File: src/rtl/ddc_pkg.sv
// Shared widths and the octant coefficient lookup of the dual downconverter.
// Assumes an 8-entry table indexed by the top three phase bits.
package ddc_pkg;

    localparam int PHASE_W  = 32;
    localparam int SAMPLE_W = 16;
    localparam int COEF_W   = 16;
    localparam int ACC_W    = 32;
    localparam int RESULT_W = 16;
    localparam int RATE_W   = 16;
    localparam int MIN_RATE = 8;
    localparam int OCT_W    = 3;

    localparam int COEF_FULL = (1 << (COEF_W - 1)) - 1;
    localparam int COEF_DIAG = (COEF_FULL * 181) / 256;

    localparam logic signed [COEF_W-1:0] C_F = COEF_W'(COEF_FULL);
    localparam logic signed [COEF_W-1:0] C_D = COEF_W'(COEF_DIAG);
    localparam logic signed [COEF_W-1:0] C_Z = '0;

    // Cosine of the octant centre-free grid: k * 45 degrees.
    function automatic logic signed [COEF_W-1:0] cos_of(input logic [OCT_W-1:0] oct);
        case (oct)
            3'd0:    return C_F;
            3'd1:    return C_D;
            3'd2:    return C_Z;
            3'd3:    return -C_D;
            3'd4:    return -C_F;
            3'd5:    return -C_D;
            3'd6:    return C_Z;
            default: return C_D;
        endcase
    endfunction

    // Sine on the same grid.
    function automatic logic signed [COEF_W-1:0] sin_of(input logic [OCT_W-1:0] oct);
        case (oct)
            3'd0:    return C_Z;
            3'd1:    return C_D;
            3'd2:    return C_F;
            3'd3:    return C_D;
            3'd4:    return C_Z;
            3'd5:    return -C_D;
            3'd6:    return -C_F;
            default: return -C_D;
        endcase
    endfunction

endpackage

File: src/rtl/ddc_mixer.sv
// Real-input mixer: multiplies one sample by cosine and by negated sine of
// the shared phase octant and registers both products scaled back to the
// sample width (floor rounding). Assumes the quadrature input is zero.
module ddc_mixer
    import ddc_pkg::*;
#(
    parameter int SAMPLE_W = 16
) (
    input  logic                       clk,
    input  logic                       rst_n,
    input  logic                       enable,
    input  logic signed [SAMPLE_W-1:0] sample,
    input  logic [OCT_W-1:0]           octant,
    output logic signed [SAMPLE_W-1:0] i_out,
    output logic signed [SAMPLE_W-1:0] q_out
);

    localparam int PROD_W = SAMPLE_W + COEF_W;

    logic signed [PROD_W-1:0] s_ext;
    logic signed [PROD_W-1:0] c_ext;
    logic signed [PROD_W-1:0] n_ext;
    logic signed [PROD_W-1:0] prod_i;
    logic signed [PROD_W-1:0] prod_q;

    // Sign-extend operands and form the two full-precision products.
    always_comb begin
        s_ext  = PROD_W'(sample);
        c_ext  = PROD_W'(cos_of(octant));
        n_ext  = PROD_W'(sin_of(octant));
        prod_i = s_ext * c_ext;
        prod_q = -(s_ext * n_ext);
    end

    // Register the products rescaled by the coefficient full-scale.
    always_ff @(posedge clk) begin
        if (!rst_n || !enable) begin
            i_out <= '0;
            q_out <= '0;
        end else begin
            i_out <= SAMPLE_W'(prod_i >>> (COEF_W - 1));
            q_out <= SAMPLE_W'(prod_q >>> (COEF_W - 1));
        end
    end

endmodule

File: src/rtl/ddc_dump_ctrl.sv
// Decimation control: holds the clamped decimation ratio, counts enabled
// samples and raises a dump once per ratio, plus a strobe one clock later.
// Assumes ratio writes may arrive at any time; a window ends as soon as the
// count reaches the current ratio.
module ddc_dump_ctrl #(
    parameter int RATE_W   = 16,
    parameter int MIN_RATE = 8
) (
    input  logic              clk,
    input  logic              rst_n,
    input  logic              run,
    input  logic              rate_we,
    input  logic [RATE_W-1:0] rate_word,
    output logic [RATE_W-1:0] rate_q,
    output logic              dump,
    output logic              strobe
);

    localparam logic [RATE_W-1:0] FLOOR = RATE_W'(MIN_RATE);

    logic [RATE_W-1:0] cnt;

    // Ratio register with the lower floor applied on write.
    always_ff @(posedge clk) begin
        if (!rst_n)
            rate_q <= FLOOR;
        else if (rate_we)
            rate_q <= (rate_word < FLOOR) ? FLOOR : rate_word;
    end

    // Dump decision for the current sample.
    always_comb dump = run && (cnt >= rate_q - RATE_W'(1));

    // Sample counter and delayed result strobe.
    always_ff @(posedge clk) begin
        if (!rst_n || !run) begin
            cnt    <= '0;
            strobe <= 1'b0;
        end else begin
            cnt    <= dump ? '0 : cnt + RATE_W'(1);
            strobe <= dump;
        end
    end

endmodule

File: src/rtl/ddc_int_dump.sv
// Integrate-and-dump lane: accumulates sign-extended products; on dump it
// keeps the top result bits and reloads with the current product.
// Assumes ACC_W >= IN_W and ACC_W >= OUT_W.
module ddc_int_dump #(
    parameter int IN_W  = 16,
    parameter int ACC_W = 32,
    parameter int OUT_W = 16
) (
    input  logic                    clk,
    input  logic                    rst_n,
    input  logic                    run,
    input  logic                    dump,
    input  logic signed [IN_W-1:0]  din,
    output logic [OUT_W-1:0]        result
);

    logic [ACC_W-1:0] din_ext;
    logic [ACC_W-1:0] acc;

    // Sign extension of the lane input.
    always_comb din_ext = ACC_W'(din);

    // Accumulate, or dump and restart from the current product.
    always_ff @(posedge clk) begin
        if (!rst_n || !run) begin
            acc    <= '0;
            result <= '0;
        end else if (dump) begin
            result <= acc[ACC_W-1 -: OUT_W];
            acc    <= din_ext;
        end else begin
            acc    <= acc + din_ext;
        end
    end

endmodule

File: src/rtl/ddc_interleave.sv
// Output interleaver: on a start pulse emits all lanes on consecutive clocks
// in lane order with valid high; output is zero while idle.
// Assumes starts are spaced further apart than LANES clocks.
module ddc_interleave #(
    parameter int W     = 16,
    parameter int LANES = 4
) (
    input  logic                    clk,
    input  logic                    rst_n,
    input  logic                    run,
    input  logic                    start,
    input  logic [LANES-1:0][W-1:0] lanes,
    output logic                    valid,
    output logic [W-1:0]            data
);

    localparam int SLOT_W = (LANES > 1) ? $clog2(LANES) : 1;
    localparam logic [SLOT_W-1:0] LAST = SLOT_W'(LANES - 1);

    logic [SLOT_W-1:0] slot;
    logic              busy;

    // Walk the lanes once per start pulse.
    always_ff @(posedge clk) begin
        if (!rst_n || !run) begin
            valid <= 1'b0;
            data  <= '0;
            slot  <= '0;
            busy  <= 1'b0;
        end else if (start) begin
            valid <= 1'b1;
            data  <= lanes[0];
            slot  <= SLOT_W'(1);
            busy  <= (LANES > 1);
        end else if (busy) begin
            valid <= 1'b1;
            data  <= lanes[slot];
            slot  <= slot + SLOT_W'(1);
            busy  <= (slot != LAST);
        end else begin
            valid <= 1'b0;
            data  <= '0;
        end
    end

endmodule

File: src/rtl/dual_coherent_ddc.sv
// Two-channel coherent downconverter: one phase accumulator feeds two real
// mixers, four integrate-and-dump lanes decimate the products and an
// interleaver streams I1, Q1, I2, Q2 per decimated instant.
// Assumes one sample per clock on both ADC inputs.
module dual_coherent_ddc
    import ddc_pkg::*;
#(
    parameter int P_PHASE_W  = ddc_pkg::PHASE_W,
    parameter int P_SAMPLE_W = ddc_pkg::SAMPLE_W,
    parameter int P_ACC_W    = ddc_pkg::ACC_W,
    parameter int P_RESULT_W = ddc_pkg::RESULT_W,
    parameter int P_RATE_W   = ddc_pkg::RATE_W,
    parameter int P_MIN_RATE = ddc_pkg::MIN_RATE
) (
    input  logic                  clk,
    input  logic                  rst_n,
    input  logic                  enable,
    input  logic [P_SAMPLE_W-1:0] adc_a,
    input  logic [P_SAMPLE_W-1:0] adc_b,
    input  logic                  tune_we,
    input  logic [P_PHASE_W-1:0]  tune_word,
    input  logic                  rate_we,
    input  logic [P_RATE_W-1:0]   rate_word,
    output logic                  out_valid,
    output logic [P_RESULT_W-1:0] out_data
);

    localparam int NUM_CH = 2;
    localparam int LANES  = 2 * NUM_CH;

    logic [P_PHASE_W-1:0]                   tune_q;
    logic [P_PHASE_W-1:0]                   phase_q;
    logic                                   run_q;
    logic [OCT_W-1:0]                       octant;
    logic [NUM_CH-1:0][P_SAMPLE_W-1:0]      ch_in;
    logic [LANES-1:0][P_SAMPLE_W-1:0]       mix_lane;
    logic [LANES-1:0][P_RESULT_W-1:0]       res_lane;
    logic [P_RATE_W-1:0]                    rate_q;
    logic                                   dump;
    logic                                   strobe;

    // Tuning word register, applied from the clock after a write.
    always_ff @(posedge clk) begin
        if (!rst_n)
            tune_q <= '0;
        else if (tune_we)
            tune_q <= tune_word;
    end

    // Shared phase accumulator, held at zero while disabled.
    always_ff @(posedge clk) begin
        if (!rst_n || !enable)
            phase_q <= '0;
        else
            phase_q <= phase_q + tune_q;
    end

    // Enable delayed to line up with the registered mixer products.
    always_ff @(posedge clk) begin
        if (!rst_n)
            run_q <= 1'b0;
        else
            run_q <= enable;
    end

    // Fixed channel inputs and the shared lookup index.
    always_comb begin
        ch_in[0] = adc_a;
        ch_in[1] = adc_b;
        octant   = phase_q[P_PHASE_W-1 -: OCT_W];
    end

    for (genvar c = 0; c < NUM_CH; c++) begin : g_ch
        ddc_mixer #(
            .SAMPLE_W (P_SAMPLE_W)
        ) u_mixer (
            .clk    (clk),
            .rst_n  (rst_n),
            .enable (enable),
            .sample (ch_in[c]),
            .octant (octant),
            .i_out  (mix_lane[2*c]),
            .q_out  (mix_lane[2*c+1])
        );
    end

    ddc_dump_ctrl #(
        .RATE_W   (P_RATE_W),
        .MIN_RATE (P_MIN_RATE)
    ) u_dump_ctrl (
        .clk       (clk),
        .rst_n     (rst_n),
        .run       (run_q),
        .rate_we   (rate_we),
        .rate_word (rate_word),
        .rate_q    (rate_q),
        .dump      (dump),
        .strobe    (strobe)
    );

    for (genvar l = 0; l < LANES; l++) begin : g_lane
        ddc_int_dump #(
            .IN_W  (P_SAMPLE_W),
            .ACC_W (P_ACC_W),
            .OUT_W (P_RESULT_W)
        ) u_int_dump (
            .clk    (clk),
            .rst_n  (rst_n),
            .run    (run_q),
            .dump   (dump),
            .din    (mix_lane[l]),
            .result (res_lane[l])
        );
    end

    ddc_interleave #(
        .W     (P_RESULT_W),
        .LANES (LANES)
    ) u_interleave (
        .clk   (clk),
        .rst_n (rst_n),
        .run   (run_q),
        .start (strobe),
        .lanes (res_lane),
        .valid (out_valid),
        .data  (out_data)
    );

endmodule

File: config.mk
export PLATFORM = sky130hd
export DESIGN_NAME = dual_coherent_ddc
export DESIGN_NICKNAME = d
export VERILOG_FILES = /design/src/rtl/ddc_pkg.sv /design/src/rtl/ddc_mixer.sv /design/src/rtl/ddc_dump_ctrl.sv /design/src/rtl/ddc_int_dump.sv /design/src/rtl/ddc_interleave.sv /design/src/rtl/dual_coherent_ddc.sv
export SDC_FILE = /design/constraint.sdc
export NUM_CORES = 2
export LEC_CHECK = 0
export ABC_AREA = 0
export ABC_CLOCK_PERIOD_IN_PS = 9400
export BUFFER_PORTS_ARGS = -buffer_cell sky130_fd_sc_hd__clkbuf_2
export CORE_ASPECT_RATIO = 2
export CORE_MARGIN = 10
export CORE_UTILIZATION = 50
export CTS_CLUSTER_SIZE = 25
export DETAILED_ROUTE_END_ITERATION = 16
export GPL_ROUTABILITY_DRIVEN = 0
export PLACE_DENSITY = 0.64
export SYNTH_ARGS = -nofsm -noshare
export SYNTH_HDL_FRONTEND = slang
export SYNTH_SLANG_ARGS = --single-unit
File: constraint.sdc
create_clock -name clk -period 9.4 [get_ports clk]
set_clock_uncertainty 0.2 [all_clocks]
set_input_delay 0.94 -clock clk [delete_from_list [all_inputs] [get_ports clk]]
set_output_delay 0.94 -clock clk [all_outputs]
set_load 0.1 [all_outputs]
### Word level (Yosys, flattened, before mapping)

Cells that the tools add are included.

| word-level totals | value |
|---|---|
| word-level logic and storage cells | 78 |
| output and inout bits | 17 |
| bits in registers | 374 |
| input bits | 85 |

| cells by class | value |
|---|---|
| add/subtract/negate cells | 10 |
| equality and inequality tests | 7 |
| $mul | 4 |
| muxes and demuxes | 17 |
| reduce and logical (&&, ||, !) cells | 14 |
| magnitude comparators | 3 |

Operators by type and width:

| operator | number |
|---|---|
| $add A32 B32 Y32 | 5 |
| $mux W32 | 4 |
| $pmux W16 S4 | 2 |
| $mul A16 B16 Y31 | 4 |
| $mux W16 | 4 |
| $neg A31 Y31 | 2 |
| $bmux W16 S2 | 1 |
| $add A16 B1 Y16 const B | 1 |
| $ge A16 B16 Y1 | 1 |
| $lt A16 B4 Y1 const B | 1 |
| $sub A16 B1 Y16 const B | 1 |
| $reduce_or A2 Y1 | 6 |
| $eq A3 B3 Y1 const B | 3 |
| $eq A3 B2 Y1 const B | 2 |
| $mux W1 | 6 |
| $eq A3 B1 Y1 const B | 1 |
| $logic_not A1 Y1 | 3 |
| $logic_not A3 Y1 | 1 |
| $lt A2 B3 Y1 const B | 1 |
| $add A2 B1 Y2 const B | 1 |
| $logic_or A1 B1 Y1 | 2 |
| $ne A2 B2 Y1 const B | 1 |
| $reduce_bool A2 Y1 | 1 |
| $logic_and A1 B1 Y1 | 1 |

### Logic depth before layout (Yosys ltp)

| depth | value |
|---|---|
| depth in word-level cells | 5 |
| gate-level depth with buffers | 32 |
| gate-level depth less buffers | 29 |

### By module

A second synthesis with hierarchy kept.

| unflattened totals | value |
|---|---|
| cell total of the unflattened synthesis | 5632 |
| area, all modules | 52661.8 um^2 |

By module, submodules not included:

| module | cells an instance | instances | area an instance (um^2) | sequential area each (um^2) |
|---|---|---|---|---|
| ddc_mixer at g_ch[0].u_mixer | 1660 | 1 | 16316.9 | 640.6 |
| ddc_mixer at g_ch[1].u_mixer | 1644 | 1 | 16241.8 | 640.6 |
| ddc_int_dump | 406 | 4 | 3349.5 | 960.9 |
| dual_coherent_ddc | 417 | 1 | 3699.8 | 1301.2 |
| ddc_dump_ctrl | 214 | 1 | 1934.4 | 660.6 |
| ddc_interleave | 73 | 1 | 1071.0 | 400.4 |

### Worst setup path before layout

Ideal clock, no wire load.

| path | value |
|---|---|
| path type | flip-flop to flip-flop |
| from | reg phase_q[29] |
| to | reg g_ch[1].u_mixer.q_out[13] |
| library setup time | 0.128 ns |
| period minus slack after synthesis | 7.509 ns |
| buffers on the path | 5 |
| data arrival time | 7.181 ns |
| slack | 1.891 ns |
| cell stages (with the launch flop) | 31 |
| data required time | 9.072 ns |
| cells stage by stage | dfxtp_1 > buf_2 > or2_2 > clkbuf_1 > nor2b_1 > clkbuf_1 > clkbuf_1 > clkbuf_1 > nand2_1 > inv_1 > fa_1 > fa_1 > fa_1 > inv_1 > fa_1 > fa_1 > inv_1 > fa_1 > inv_1 > ha_1 > a21o_1 > a21o_1 > a21oi_1 > a2bb2oi_1 > o21ai_0 > nand4_1 > a31oi_1 > a41oi_1 > nor2b_1 > xor2_1 > nor2_1 |

| between the ends | value |
|---|---|
| word-level cells in the longest chain between the ends | 5 |
| elaborated cells on any way between the ends | 11 |
| classes of those cells | 1 x add/sub; 1 x mul; 5 x eq/ne; 1 x mux; 3 x reduce/logical |

Ends and longest elaborated chain:

| what | RTL line | text |
|---|---|---|
| start, declared | dual_coherent_ddc.sv:32 | `logic [P_PHASE_W-1:0] phase_q;` |
| start signal, assigned | dual_coherent_ddc.sv:55 | `phase_q <= phase_q + tune_q;` |
| $eq A3 B3 Y1 (tied with other cells) | ddc_pkg.sv:37 | `case (oct)` |
| $reduce_or A2 Y1 (no source line) | n/a |  |
| $pmux W16 S4 (*) | ddc_pkg.sv:37 |  |
| $mul A16 B16 Y31 (*) | ddc_mixer.sv:32 | `prod_q = -(s_ext * n_ext);` |
| $neg A31 Y31 (*) | ddc_mixer.sv:32 |  |
| end signal, assigned | ddc_mixer.sv:42 | `q_out <= SAMPLE_W'(prod_q >>> (COEF_W - 1));` |
| end, declared | ddc_mixer.sv:15 | `output logic signed [SAMPLE_W-1:0] q_out` |

Every way passes the cells marked *; elsewhere a longest branch is shown, timed or not.
A chain may end at the register's enable or synchronous reset.

### Final worst setup path

| path | value |
|---|---|
| from | reg phase_q[30] |
| to | reg g_ch[0].u_mixer.i_out[15] |

| between the ends | value |
|---|---|
| word-level cells in the longest chain between the ends | 4 |
| elaborated cells on any way between the ends | 10 |
| classes of those cells | 1 x mul; 5 x eq/ne; 1 x mux; 3 x reduce/logical |

Ends and longest elaborated chain:

| what | RTL line | text |
|---|---|---|
| $eq A3 B2 Y1 or $eq A3 B3 Y1 (tied branches) | ddc_pkg.sv:23 | `case (oct)` |
| $reduce_or A2 Y1 (no source line) | n/a |  |
| $pmux W16 S4 (*) | ddc_pkg.sv:23 |  |
| $mul A16 B16 Y31 (*) | ddc_mixer.sv:31 | `prod_i = s_ext * c_ext;` |
| end signal, assigned | ddc_mixer.sv:41 | `i_out <= SAMPLE_W'(prod_i >>> (COEF_W - 1));` |
| end, declared | ddc_mixer.sv:14 | `output logic signed [SAMPLE_W-1:0] i_out,` |

Marks and branches as above.

==> impl_metrics.csv <==
group,metric,value,unit
outcome,outcome,"finished clean",
clock_network,cts_resized,0,
clock_network,post_cts_buffers,0,
setup_path,cp_top_family,"adder cells",
place,port_buffers,101,
setup_path,startpoint,"phase_q[30]",
synthesis,synth_cells,5480,
finish,diodes,0,
die,rows,164,
setup_path,required,9710,ps
route,vias,36580,
route,viasPerCell,5.339,
synthesis,synth_area,0.05021,mm2
timing,finalSetupTns,0,ps
timing,final-setup-viol-count,0,
finish,layout-drive-gt1-share,4.961,%
synthesis,synth_ff_type,"dfxtp_1",
clock_network,cts_buffer_depth,3,
setup_path,crit_arrival,8820,ps
clock_network,insertion_delay,600,ps
timing,final_max_slew_viol_count,0,
finish,stdcell_area,0.05331,mm2
clock_network,clock-sinks,374,
route,wl,130100,um
place,place_hpwl,110600,um
setup_path,slowest_delay,780,ps
hold_path,min_from,"g_ch[1].u_mixer.i_out[8]",
die,dieArea,0.1143,mm2
clock_network,numCtsBuffers,40,
timing,period_share,90.51,%
synthesis,ys_async_sr_fraction,0,%
global_route,grt_usage,23.23,%
setup_path,start_kind,"flip-flop",
setup_path,crit_top_cell,"fa_1",
setup_path,worstPathBufferInverterCount,5,
setup_path,critical_path.endpoint_type,"flip-flop",
timing,fmax,117.5,MHz
setup_path,critPathMaxFanout,17,
synthesis,yosysUniqueCellTypes,80,
finish,num-nets-final,6973,
synthesis,synth_fp_nets,6959,
timing,worstMarginPinSlew,1261,ps
synthesis,synth_edf_count,0,
timing,grt_setup_unrepaired,"false",
global_route,antenna_found_initial,0,
setup_path,r2r-start,"phase_q[30]",
synthesis,yosysSeqAreaShare,14.91,%
setup_path,critPathKind,"flip-flop to flip-flop",
timing,relSlewSlack,15.02,%
clock_network,htreeDepth,2,
synthesis,ys_seq_elements,374,
die,die_x,244.1,um
clock_network,cts-root-buf,"clkbuf_16",
place,placed_cells,6780,
timing,hold_ws,231.1,ps
global_route,grt_max_degree,124,
run,cap_violations,0,
timing,hold_violations,0,
global_route,grt_pass1_vias,40720,
route,ant_nets,0,
die,ioPinCount,102,
hold_path,hp-class,"flip-flop to flip-flop",
place,dpl_cell_area,0.05206,mm2
clock_network,cts_tree,"done",
clock_network,cts_hold_buf,0,
finish,syn_to_final_growth,6.172,%
route,routedWlPerCell,18.98,um
die,die_h,468.2,um
synthesis,yosysWarningCount,0,
route,drc,0,
die,start_util,50.35,%
synthesis,yosys-top-cells-area,"fa_1, dfxtp_1, ha_1, inv_1, nand2_1",
timing,fin_crit,8508,ps
global_route,grt_pass1_wl,210500,um
synthesis,synth_top_cell_area_share,33.45,%
route,drt-initial-drc-count,1504,
synthesis,synth_most_common_cell,"inv_1",
synthesis,syn_area_per_cell,9.163,um2
clock_network,clk_pin_slew,70,ps
synthesis,ys_top_cells_by_count,"inv_1, fa_1, ha_1",
setup_path,cpMaxStageDelayCell,"fa_1",
route,drt_first_pass_iters,7,
die,core_area,0.09973,mm2
finish,stdcell_count,6851,
synthesis,yosysTopAreaCell,"fa_1",
global_route,grt.overflow.total,0,
finish,fillers,9509,
==> per-stage QoR <==
step                      util, %  setup slack, ps
final                       53.46            892.4
after global routing        53.46            530.4
after CTS                   53.46            926.0
after detailed placement    52.20            961.1
after global placement      52.20            888.6
after floorplan                 -             1891
==> worst reg2reg max path: cells and delay by family, from the launching register on <==
family | cells | cell delay (ps)
simple gates | 6 | 1890
compound gates | 7 | 1370
fa+ha+maj | 7 | 3650
xor+xnor | 1 | 310
flops | 1 | 320
buf+inv | 5 | 720
==> layer usage <==
metal	GRT usage, %	wire (um)
met1	22.83	44600
met3	2.434	3894
met2	45.24	72360
met5	0	0
met4	14.77	9206
==> placed cells by master, fill, tap and decap left out, types with 19 or more instances in the layout <==
master	synthesis	final
nand2_1	494	492
dfxtp_1	374	374
nor2_1	290	290
nand3_1	42	42
a21o_1	128	128
ha_1	555	555
nor3_1	48	48
a21oi_1	324	324
xor2_1	90	90
a211oi_1	32	32
mux2i_1	49	49
a22oi_1	19	19
fa_1	839	839
xnor2_1	190	190
clkbuf_2	2	101
or2_2	22	22
nor2b_1	74	73
inv_1	1191	1191
o21a_1	37	36
nand4_1	28	28
clkbuf_16	0	41
nand2b_1	32	32
buf_4	0	33
o21ai_0	133	133
o21bai_1	19	19
and2_1	72	72
and3_1	33	33
==> cell families after synthesis <==
| logic type | Yosys count | share of synthesized area [%] |
|---|---|---|
| AO/OA/AOI/OAI | 822 | 10.25 |
| XOR/XNOR | 280 | 4.884 |
| adder cells (fa/ha/maj) | 1394 | 47.28 |
| buffers and inverters | 1354 | 10.15 |
| flip-flops | 374 | 14.91 |
| multiplexers | 67 | 1.739 |
| other | 1 | 0.007468 |
| AND/OR/NAND/NOR | 1188 | 10.77 |
==> registers in the layout (all words and copies together) (netlist names) <==
signal                    cells
u_dump_ctrl.rate_q           16
u_interleave.data            16
run_q                         1
tune_q                       32
g_ch.u_mixer.i_out           32
u_dump_ctrl.strobe            1
g_lane.u_int_dump.acc       128
u_interleave.valid            1
g_ch.u_mixer.q_out           32
g_lane.u_int_dump.result     64
u_dump_ctrl.cnt              16
phase_q                      32
u_interleave.busy             1
u_interleave.slot             2
==> final timing paths <==
check / end / slack [ps] / cells past startpoint
max reg2reg: g_ch[0].u_mixer.i_out[15] / 890 / 26
min reg2reg: g_lane[2].u_int_dump.acc[8] / 230 / 2
max: g_ch[0].u_mixer.i_out[15] / 890 / 26
min: g_lane[2].u_int_dump.acc[8] / 230 / 2
==> cell type report <==
type                    count  area (um2)  share of cell area (%)
clock buffers              50        1110                   2.082
clock inverters            21       141.4                  0.2652
inverters                1191        4471                   8.386
multi-input cells        3752       37670                   70.66
flip-flops and latches    374        7487                   14.04
well taps                1328        1662                   3.117
repair buffers            135       773.2                   1.450
Power is left out: the tool's default activity adds up to more than one toggle a clock period on the data nets, which glitch-free logic cannot reach.
